<file path="src/rtl/tmr_shadow_pkg.sv">
package tmr_shadow_pkg;

    localparam int NUM_SLOTS = 3;
    localparam int SLOT_INIT = 0;
    localparam int SLOT_MOD  = 1;
    localparam int SLOT_CMP  = 2;

    // How a pending buffer reaches its active copy while the clock runs
    typedef enum logic [1:0] {
        LP_NEXT = 2'd0,   // next edge
        LP_EDGE = 2'd1,   // counter boundary
        LP_SYNC = 2'd2    // synchronisation pulse
    } load_path_t;

    typedef enum logic [1:0] {
        CS_IDLE = 2'd0,
        CS_UP   = 2'd1,
        CS_DOWN = 2'd2
    } cnt_state_t;

    typedef enum logic {
        SL_EMPTY = 1'b0,
        SL_PEND  = 1'b1
    } slot_state_t;

endpackage

</file>
<file path="src/rtl/tmr_cnt_core.sv">
module tmr_cnt_core
    import tmr_shadow_pkg::*;
#(
    parameter int W = 16
) (
    input  logic         clk,
    input  logic         rst_n,
    input  logic         run,
    input  logic         center,
    input  logic [W-1:0] init_v,
    input  logic [W-1:0] mod_v,
    output logic [W-1:0] cnt,
    output logic         down,
    output logic         bnd_evt
);

    cnt_state_t   state_q, state_d;
    logic [W-1:0] cnt_q, cnt_d;
    logic         at_mod, at_init, rising;

    assign at_mod  = (cnt_q == mod_v);
    assign at_init = (cnt_q == init_v);
    assign rising  = (state_q != CS_DOWN) || !center;

    // Next state and next count
    always_comb begin
        state_d = state_q;
        cnt_d   = cnt_q;
        unique case (state_q)
            CS_IDLE, CS_UP: begin
                if (!run) begin
                    state_d = CS_IDLE;
                end else if (center) begin
                    if (at_mod) begin
                        state_d = CS_DOWN;
                        cnt_d   = cnt_q - 1'b1;
                    end else begin
                        state_d = CS_UP;
                        cnt_d   = cnt_q + 1'b1;
                    end
                end else begin
                    state_d = CS_UP;
                    cnt_d   = at_mod ? init_v : cnt_q + 1'b1;
                end
            end
            CS_DOWN: begin
                if (!run) begin
                    state_d = CS_IDLE;
                end else if (!center) begin
                    state_d = CS_UP;
                    cnt_d   = at_mod ? init_v : cnt_q + 1'b1;
                end else if (at_init) begin
                    state_d = CS_UP;
                    cnt_d   = cnt_q + 1'b1;
                end else begin
                    state_d = CS_DOWN;
                    cnt_d   = cnt_q - 1'b1;
                end
            end
            default: begin
                state_d = CS_IDLE;
            end
        endcase
    end

    // State register
    always_ff @(posedge clk or negedge rst_n) begin
        if (!rst_n) begin
            state_q <= CS_IDLE;
            cnt_q   <= '0;
        end else begin
            state_q <= state_d;
            cnt_q   <= cnt_d;
        end
    end

    // Outputs
    always_comb begin
        cnt     = cnt_q;
        down    = (state_q == CS_DOWN);
        bnd_evt = run && at_mod && rising;
    end

    // a stopped counter keeps its value
    assert_stop_hold_R9: assert property (@(posedge clk) disable iff (!rst_n)
        !run |=> cnt_q == $past(cnt_q));

    // edge-aligned wrap returns to the start value
    assert_wrap_to_init_R4: assert property (@(posedge clk) disable iff (!rst_n)
        (run && !center && at_mod) |=> cnt_q == $past(init_v));

    // center-aligned turn at the terminal value goes down by one
    assert_turn_down_R6: assert property (@(posedge clk) disable iff (!rst_n)
        (run && center && rising && at_mod) |=> (down && cnt_q == $past(cnt_q) - 1'b1));

    // leaving the falling half at the start value
    assert_turn_up_R9: assert property (@(posedge clk) disable iff (!rst_n)
        (run && center && !rising && at_init) |=> !down);

endmodule

</file>
<file path="src/rtl/tmr_shadow_slot.sv">
module tmr_shadow_slot
    import tmr_shadow_pkg::*;
#(
    parameter int W = 16
) (
    input  logic         clk,
    input  logic         rst_n,
    input  logic         stopped,
    input  logic         wr,
    input  logic [W-1:0] wr_data,
    input  load_path_t   path,
    input  logic         bnd_evt,
    input  logic         sync_pulse,
    output logic [W-1:0] act
);

    slot_state_t  state_q, state_d;
    logic [W-1:0] hold_q, hold_d;
    logic [W-1:0] act_q, act_d;
    logic         trig;

    always_comb begin
        unique case (path)
            LP_NEXT: trig = 1'b1;
            LP_EDGE: trig = bnd_evt;
            LP_SYNC: trig = sync_pulse;
            default: trig = 1'b0;
        endcase
        trig = trig || stopped;
    end

    // Next state, buffer and active copy
    always_comb begin
        state_d = state_q;
        hold_d  = hold_q;
        act_d   = act_q;
        unique case (state_q)
            SL_EMPTY: begin
                if (wr) begin
                    hold_d = wr_data;
                    if (stopped) begin
                        act_d = wr_data;
                    end else begin
                        state_d = SL_PEND;
                    end
                end
            end
            SL_PEND: begin
                if (trig) begin
                    act_d = hold_q;
                end
                if (wr) begin
                    hold_d = wr_data;
                    if (stopped) begin
                        act_d   = wr_data;
                        state_d = SL_EMPTY;
                    end
                end else if (trig) begin
                    state_d = SL_EMPTY;
                end
            end
            default: begin
                state_d = SL_EMPTY;
            end
        endcase
    end

    // State register
    always_ff @(posedge clk or negedge rst_n) begin
        if (!rst_n) begin
            state_q <= SL_EMPTY;
            hold_q  <= '0;
            act_q   <= '0;
        end else begin
            state_q <= state_d;
            hold_q  <= hold_d;
            act_q   <= act_d;
        end
    end

    // Outputs
    always_comb begin
        act = act_q;
    end

    // a write while stopped is active one edge later
    assert_stopped_write_R1: assert property (@(posedge clk) disable iff (!rst_n)
        (stopped && wr) |=> act_q == $past(wr_data));

    // nothing pending and nothing written keeps the active copy
    assert_idle_hold_R10: assert property (@(posedge clk) disable iff (!rst_n)
        (state_q == SL_EMPTY && !wr) |=> $stable(act_q));

    // a synchronised path only moves on a pulse
    assert_sync_gate_R3: assert property (@(posedge clk) disable iff (!rst_n)
        (path == LP_SYNC && !sync_pulse && !stopped) |=> $stable(act_q));

    // an edge path only moves at a counter boundary
    assert_edge_gate_R4: assert property (@(posedge clk) disable iff (!rst_n)
        (path == LP_EDGE && !bnd_evt && !stopped) |=> $stable(act_q));

endmodule

</file>
<file path="src/rtl/tmr_shadow_ctrl.sv">
module tmr_shadow_ctrl
    import tmr_shadow_pkg::*;
#(
    parameter int W = 16
) (
    input  logic         clk,
    input  logic         rst_n,
    input  logic [1:0]   clk_sel,
    input  logic         enh_en,
    input  logic         center_mode,
    input  logic         sync_mode,
    input  logic         init_sync_en,
    input  logic         cmp_sync_en,
    input  logic         sync_pulse,
    input  logic         wr_en,
    input  logic [1:0]   wr_sel,
    input  logic [W-1:0] wr_data,
    output logic [W-1:0] cnt_val,
    output logic [W-1:0] init_val,
    output logic [W-1:0] mod_val,
    output logic [W-1:0] cmp_val,
    output logic         cnt_down
);

    localparam int SELW = 2;

    logic         run;
    logic         bnd_evt;
    logic [W-1:0] act_arr [NUM_SLOTS];
    load_path_t   path_arr [NUM_SLOTS];

    assign run = (clk_sel != 2'b00);

    // Path decode per register
    always_comb begin
        path_arr[SLOT_INIT] = (enh_en && sync_mode && init_sync_en) ? LP_SYNC : LP_NEXT;
        path_arr[SLOT_MOD]  = enh_en ? LP_SYNC : LP_EDGE;
        if (!enh_en) begin
            path_arr[SLOT_CMP] = LP_EDGE;
        end else begin
            path_arr[SLOT_CMP] = cmp_sync_en ? LP_SYNC : LP_NEXT;
        end
    end

    tmr_cnt_core #(.W(W)) u_core (
        .clk     (clk),
        .rst_n   (rst_n),
        .run     (run),
        .center  (center_mode),
        .init_v  (act_arr[SLOT_INIT]),
        .mod_v   (act_arr[SLOT_MOD]),
        .cnt     (cnt_val),
        .down    (cnt_down),
        .bnd_evt (bnd_evt)
    );

    for (genvar g = 0; g < NUM_SLOTS; g++) begin : g_slot
        tmr_shadow_slot #(.W(W)) u_slot (
            .clk        (clk),
            .rst_n      (rst_n),
            .stopped    (!run),
            .wr         (wr_en && (wr_sel == SELW'(g))),
            .wr_data    (wr_data),
            .path       (path_arr[g]),
            .bnd_evt    (bnd_evt),
            .sync_pulse (sync_pulse),
            .act        (act_arr[g])
        );
    end

    assign init_val = act_arr[SLOT_INIT];
    assign mod_val  = act_arr[SLOT_MOD];
    assign cmp_val  = act_arr[SLOT_CMP];

    // select 3 writes no register
    assert_no_sel3_R12: assert property (@(posedge clk) disable iff (!rst_n)
        (wr_en && wr_sel == 2'd3 && !sync_pulse && !bnd_evt && run && !enh_en)
        |=> $stable(mod_val) && $stable(cmp_val));

endmodule

</file>
<file path="config.mk">
export PLATFORM = sky130hd
export DESIGN_NAME = tmr_shadow_ctrl
export DESIGN_NICKNAME = d
export VERILOG_FILES = /design/src/rtl/tmr_shadow_pkg.sv /design/src/rtl/tmr_cnt_core.sv /design/src/rtl/tmr_shadow_slot.sv /design/src/rtl/tmr_shadow_ctrl.sv
export SDC_FILE = /design/constraint.sdc
export NUM_CORES = 1
export LEC_CHECK = 0
export ABC_AREA = 1
export CAP_MARGIN = 20
export CORE_ASPECT_RATIO = 0.75
export CORE_MARGIN = 2
export CORE_UTILIZATION = 50
export CTS_CLUSTER_DIAMETER = 100
export DETAILED_ROUTE_END_ITERATION = 6
export PLACE_DENSITY = 0.78
export SYNTH_ARGS = -nofsm -noshare
export SYNTH_HDL_FRONTEND = slang
export SYNTH_SLANG_ARGS = --single-unit
</file>
<file path="constraint.sdc">
create_clock -name clk -period 1.7 [get_ports clk]
set_input_delay 0.34 -clock clk [delete_from_list [all_inputs] [get_ports clk]]
set_output_delay 0.34 -clock clk [all_outputs]
set_load 0.03 [all_outputs]
</file>
==> results.sh, run 1 <==
export IMPL_status="finished with violations"
export IMPL_violations="DRC, setup timing"
export IMPL_die_h_um=106
export IMPL_start_util_pct=51.0
export IMPL_synth_edf_count=0
export IMPL_leakage_nw=5.52
export IMPL_vias=9006
export IMPL_grt_max_degree=42
export IMPL_tns_ns=-16.79
export IMPL_vias_per_cell=6.18
export IMPL_synthArstFlopShare_pct=100
export IMPL_synth_top_family_by_area="simple AND/OR/NAND/NOR gates"
export IMPL_met3_usage_pct=14.3
export IMPL_path_clk_slew_ns=0.07
export IMPL_track_usage_pct=42.8
export IMPL_first_global_vias=8610
export IMPL_syn_area_mm2=0.00698
export IMPL_place_detailed_hpwl_um=19400
export IMPL_drv_cap=0
export IMPL_crit_top_cell="nand2_2"
export IMPL_cp_startpoint="u_core.cnt[13]"
export IMPL_synth_warnings=0
export IMPL_cp_depth=12
export IMPL_p_int_mw=8.81
export IMPL_min_path_type="in2async"
export IMPL_drive_gt1_share_pct=36.2
export IMPL_skew_ns=0.0149
export IMPL_final_cell_mix="nand2_1 (239), buf_4 (177), inv_1 (107)"
export IMPL_yosysUniqueCellTypes=43
export IMPL_busiest_layer="met2"
export IMPL_cts_sinks=117
export IMPL_synth_compound_area_share_pct=16.5
export IMPL_p_per_area_mw_per_mm2=1360
export IMPL_yosysSeqAreaShare_pct=41.9
export IMPL_final_common_cell="nand2_1"
export IMPL_layout_cells_non_filler=1457
export IMPL_muxShareOfSynthArea_pct=0
export IMPL_path_cells="inv_2, nand2_2, nand2_2, nor2_4, nand2_2, nor2_4, buf_4, nand3_4, nand2_8, nand2_8, o21ai_2, o21ai_1"
export IMPL_p_sw_mw=6.42
export IMPL_synth_top_cell_area_share_pct=41.9
export IMPL_grt_setup_unrepaired="yes"
export IMPL_met1_usage_pct=54.9
export IMPL_dr_first_iter_drc_count=1385
export IMPL_r2r_start="u_core.cnt[13]"
export IMPL_dp_cells=1378
export IMPL_synth_xor_area_share_pct=4.26
export IMPL_io_buffers=93
export IMPL_synth_simple_area_share_pct=26.8
export IMPL_seqPwrFrac_pct=28.0
export IMPL_worst_slew_pin_slew_ns=0.487
export IMPL_maxSlewViolCount=0
export IMPL_final_util_pct=81.9
export IMPL_routed_wl_um=33000
export IMPL_worst_r2r_endpoint="g_slot[1].u_slot.act[12]"
export IMPL_path_buf_inv=2
export IMPL_die_width_um=140
export IMPL_cp_top_family="simple AND/OR/NAND/NOR gates"
export IMPL_use_met2_pct=66.3
export IMPL_power_frac_comb_pct=46.0
export IMPL_antenna_left=0
export IMPL_die_area_mm2=0.0149
export IMPL_slowest_delay_ns=0.49
export IMPL_cts_tree="built"
export IMPL_crit_slowest_cell="dfrtp_2"
export IMPL_vdd_drop_max_mv=1.09
export IMPL_startpoint_type="register"
export IMPL_place_congestion=1.04
export IMPL_synth_ff_type="dfrtp_1"
export IMPL_routedWlPerCell_um=22.7
export IMPL_syn_nets=999
export IMPL_worst_slack_ns=-0.412
export IMPL_grt_overflow_total=0
export IMPL_synth_area_per_cell_um2=7.22
export IMPL_worstSetupEndpointType="register"
export IMPL_htreeDepth=4
export IMPL_io_pins=94
export IMPL_period_share_pct=124
export IMPL_cts_root_buf="clkbuf_16"
export IMPL_final_nets=1299
export IMPL_antenna_found_initial=1
export IMPL_rows=37
export IMPL_core_area_mm2=0.0137
export IMPL_clkPwrFrac_pct=26.0
export IMPL_synthCells=968
export IMPL_drt_first_pass_iters=7
export IMPL_ys_ff_latch=117
export IMPL_p_sw_share_pct=42.1
export IMPL_synth_adder_area_share_pct=0.358
export IMPL_worstPathArrival_ns=2.42
export IMPL_grt_pass1_wl_um=48000
export IMPL_layout_min_cycle_time_ns=2.11
export IMPL_worst_r2r_cell_count=12
export IMPL_netlist_top_cells_area="dfrtp_1 (42%), nand2_1 (14%), o21ai_0 (8.0%), inv_1 (6.2%), nor2_1 (4.6%)"
export IMPL_cp_max_fo=5
export IMPL_crit_required_ns=2.01
export IMPL_relSlewSlack_pct=67.5
export IMPL_hold_viol_final=0
export IMPL_finalSetupViolCount=55
export IMPL_area_growth_pct=60.7
export IMPL_synth_top_area_cell="dfrtp_1"
export IMPL_path_class="reg2reg"
export IMPL_max_freq_mhz=473
export IMPL_drc=3
export IMPL_numCtsBuffers=17
export IMPL_r2r_slack_ns=-0.41
export IMPL_cts_max_path_buffers=2
export IMPL_clock_latency_ns=0.44
-- routing by layer --
| metal | vias up | wire [um] |
|---|---|---|
| met5 | - | 0 |
| met4 | 0 | 1980 |
| met3 | 229 | 4620 |
| met2 | 861 | 14400 |
| met1 | 4184 | 12100 |
| li1 | 3732 | - |
-- timing repair --
action                                  4_1_cts  5_1_grt
resized for setup                           254       91
endpoints found under the setup margin      128      103
endpoints found under the hold margin        22        0
gates cloned                                  4        2
setup buffers                                38        9
hold buffers                                  1        0
pin swaps                                    43       40
-- stage by stage --
step	power, mW	setup slack, ns	instance area, um2	hold WS [ns]
2_1_floorplan	7.20	-0.105	7160	0.0444
3_3_place_gp	10.1	-0.408	9570	0.284
3_5_place_dp	10.2	-0.493	9570	0.281
4_1_cts	14.6	-0.253	11000	0.396
5_1_grt	15.7	-0.474	11200	0.418
6_report	15.2	-0.412	11200	0.393
-- cell type report --
cell class	count	area (um2)
antenna	2	5.00
clock buffer	18	439
clock inverter	13	196
fill	781	2480
inverter	132	518
multi-input combinational	685	4060
sequential	117	2950
tap	175	219
timing repair buffer	315	2840
-- power by group through the flow --
stage	Combinational, mW	Sequential (mW)	Clock (mW)
after CTS	6.52	4.16	3.91
after floorplan	2.36	4.85	0
after global routing	7.38	4.29	4.07
after detailed placement	6.03	4.18	0
final	7.00	4.27	3.96
after global placement	5.90	4.17	0
-- synth_stat cells (all sizes together) (3+ instances only) --
master    n
dfrtp   117
clkinv    4
or2       3
o21ai   127
nand4     6
inv     128
nor3      9
clkbuf   19
xor2     34
nand3    51
buf      19
o221ai    5
o22ai     9
a21oi    50
nor2     95
a22oi    10
nand2   271
-- cells by family after synthesis --
| family | count (synthesis) |
|---|---|
| buffers and inverters | 170 |
| AOI/OAI and AO/OA | 209 |
| DFF | 117 |
| xor gates and xnor gates | 34 |
| adders and majority gates | 2 |
| and+or+nand+nor | 436 |
-- worst max path at each step --
| stage | to | slack [ns] |
|---|---|---|
| 3_3_place_gp | g_slot[0].u_slot.act[14] | -0.41 |
| 2_1_floorplan | g_slot[1].u_slot.act[10] | -0.11 |
| 6_report | g_slot[1].u_slot.act[12] | -0.41 |
| 3_5_place_dp | g_slot[0].u_slot.act[10] | -0.49 |
| 5_1_grt | g_slot[1].u_slot.act[12] | -0.47 |
| 4_1_cts | g_slot[2].u_slot.act[5] | -0.25 |
-- state kept, by name, indices dropped and copies added, names as in the netlist --
register and flops:
g_slot.u_slot.state_q 3, g_slot.u_slot.act 48, u_core.state_q 2, u_core.cnt 16, g_slot.u_slot.hold_q 48
Power figures use the tool's default switching activity.
==> inputs of run 2 (changes only) <==
- PLACE_DENSITY: 0.78 -> 0.73
==> results.sh, run 2 (same netlist as run 1, synthesis figures left out) <==
export IMPL_status="finished with violations"
export IMPL_violations="setup timing"
export IMPL_cts_sinks=117
export IMPL_place_congestion=1.02
export IMPL_power_mw=14.0
export IMPL_worstPathArrival_ns=2.36
export IMPL_path_class="reg2reg"
export IMPL_finalSetupViolCount=52
export IMPL_path_cells="xor2_2, nor2_2, nand2_2, nor2_4, nand2_4, clkinv_4, nand2_4, nand2_8, inv_6, nor2_4, nand2_2, nand3_2, nand2_2"
export IMPL_cts_root_buf="clkbuf_16"
export IMPL_worst_slew_pin_slew_ns=0.451
export IMPL_rows=37
export IMPL_io_buffers=93
export IMPL_max_freq_mhz=487
export IMPL_min_path_type="in2async"
export IMPL_die_area_mm2=0.0149
export IMPL_final_common_cell="nand2_1"
export IMPL_dp_cells=1381
export IMPL_fillers=960
export IMPL_maxSlewViolCount=0
export IMPL_final_nets=1286
export IMPL_numCtsBuffers=17
export IMPL_drive_gt1_share_pct=32.4
export IMPL_die_width_um=140
export IMPL_core_area_mm2=0.0137
export IMPL_routed_wl_um=28100
export IMPL_io_pins=94
export IMPL_multi_input_area_mm2=0.00383
export IMPL_grt_setup_unrepaired="yes"
export IMPL_grt_pass1_wl_um=41800
export IMPL_worst_slack_ns=-0.353
export IMPL_start_util_pct=51.0
export IMPL_hold_viol_final=0
export IMPL_relSlewSlack_pct=69.9
export IMPL_drt_first_pass_iters=7
export IMPL_vias_per_cell=5.66
export IMPL_startpoint_type="register"
export IMPL_antenna_found_initial=0
export IMPL_crit_required_ns=2.00
export IMPL_vias=8163
export IMPL_seqCellArea_mm2=0.00295
export IMPL_worstSetupEndpointType="register"
export IMPL_vdd_drop_max_mv=0.827
export IMPL_skew_ns=0.0102
export IMPL_cts_max_path_buffers=2
export IMPL_first_global_vias=7475
export IMPL_leakage_nw=5.34
export IMPL_crit_top_cell="nand2_2"
export IMPL_layout_min_cycle_time_ns=2.05
export IMPL_antennaDiodeCount=0
export IMPL_final_cell_mix="nand2_1 (249), buf_4 (178), inv_1 (110)"
export IMPL_p_per_area_mw_per_mm2=1300
export IMPL_crit_slowest_cell="dfrtp_2"
export IMPL_drc=0
export IMPL_antenna_left=0
export IMPL_cp_max_fo=6
export IMPL_area_growth_pct=54.5
export IMPL_routedWlPerCell_um=19.5
export IMPL_clock_latency_ns=0.42
export IMPL_grt_overflow_total=0
export IMPL_die_h_um=106
export IMPL_place_detailed_hpwl_um=19400
export IMPL_drv_cap=0
export IMPL_path_clk_slew_ns=0.06
export IMPL_slowest_delay_ns=0.48
export IMPL_grt_max_degree=44
export IMPL_htreeDepth=4
export IMPL_period_share_pct=121
export IMPL_dr_first_iter_drc_count=1075
export IMPL_cts_tree="built"
export IMPL_track_usage_pct=37.0
export IMPL_layout_cells_non_filler=1441
==> run 2: path summary, 6_finish.rpt <==
check                                                 from  slack [ns]  cells past startpoint                          to
worst max-delay path                        u_core.cnt[15]       -0.35                     13              u_core.cnt[10]
worst min-delay path                                 rst_n        0.34                      2     g_slot[2].u_slot.act[9]
worst max register to register              u_core.cnt[15]       -0.35                     13              u_core.cnt[10]
worst min register to register  g_slot[1].u_slot.hold_q[1]        0.49                      2  g_slot[1].u_slot.hold_q[1]
max in group asynchronous                            rst_n        0.81                      3               u_core.cnt[1]
min in group clk                g_slot[1].u_slot.hold_q[1]        0.49                      2  g_slot[1].u_slot.hold_q[1]
==> run 2: final cells by class <==
cell class | instances | share of cell area [%]
Inverter | 132 | 4.80
Multi-Input combinational cell | 684 | 35.5
Sequential cell | 117 | 27.3
Clock inverter | 13 | 1.26
Tap cell | 175 | 2.03
Clock buffer | 17 | 3.94
Timing Repair Buffer | 303 | 25.1
==> run 2: through the flow <==
stage / hold WS (ns) / util [%] / area, um2 / setup WS (ns) / setup TNS [ns]
2_1_floorplan: 0.0444 / - / 7160 / -0.105 / -3.17
3_3_place_gp: 0.227 / 70.1 / 9600 / -0.483 / -20.41
3_5_place_dp: 0.221 / 70.1 / 9600 / -0.555 / -22.28
4_1_cts: 0.340 / 76.4 / 10500 / -0.250 / -9.35
5_1_grt: 0.351 / 78.8 / 10800 / -0.455 / -17.05
6_report: 0.337 / 78.8 / 10800 / -0.353 / -12.77
==> run 2: worst max-delay path, delay by kind of cell, from the launching register on <==
kind	cells	cell delay, ns
buf+inv	2	0.11
xor+xnor	1	0.18
simple gates	10	1.15
flops	1	0.48
==> run 2: repair_timing <==
item	4_1_cts	5_1_grt
cloned	3	1
endpoints found under the hold margin	12	0
hold buffers	1	0
setup buffers	17	12
pin swaps	18	47
setup endpoints to repair	128	84
gates resized for setup	159	94
==> run 2: power by group <==
part | total (mW) | switching, mW | internal, mW
Sequential | 4.19 | 0.751 | 3.44
Clock | 3.50 | 1.37 | 2.13
Combinational | 6.34 | 3.67 | 2.67
==> run 2: layer usage <==
metal	wire length (um)	global-route usage, %	vias to the layer above
met5	0	0	-
met3	3270	9.46	89
met2	12100	55.2	531
li1	-	-	3693
met1	11900	53.4	3850
met4	887	11.2	0
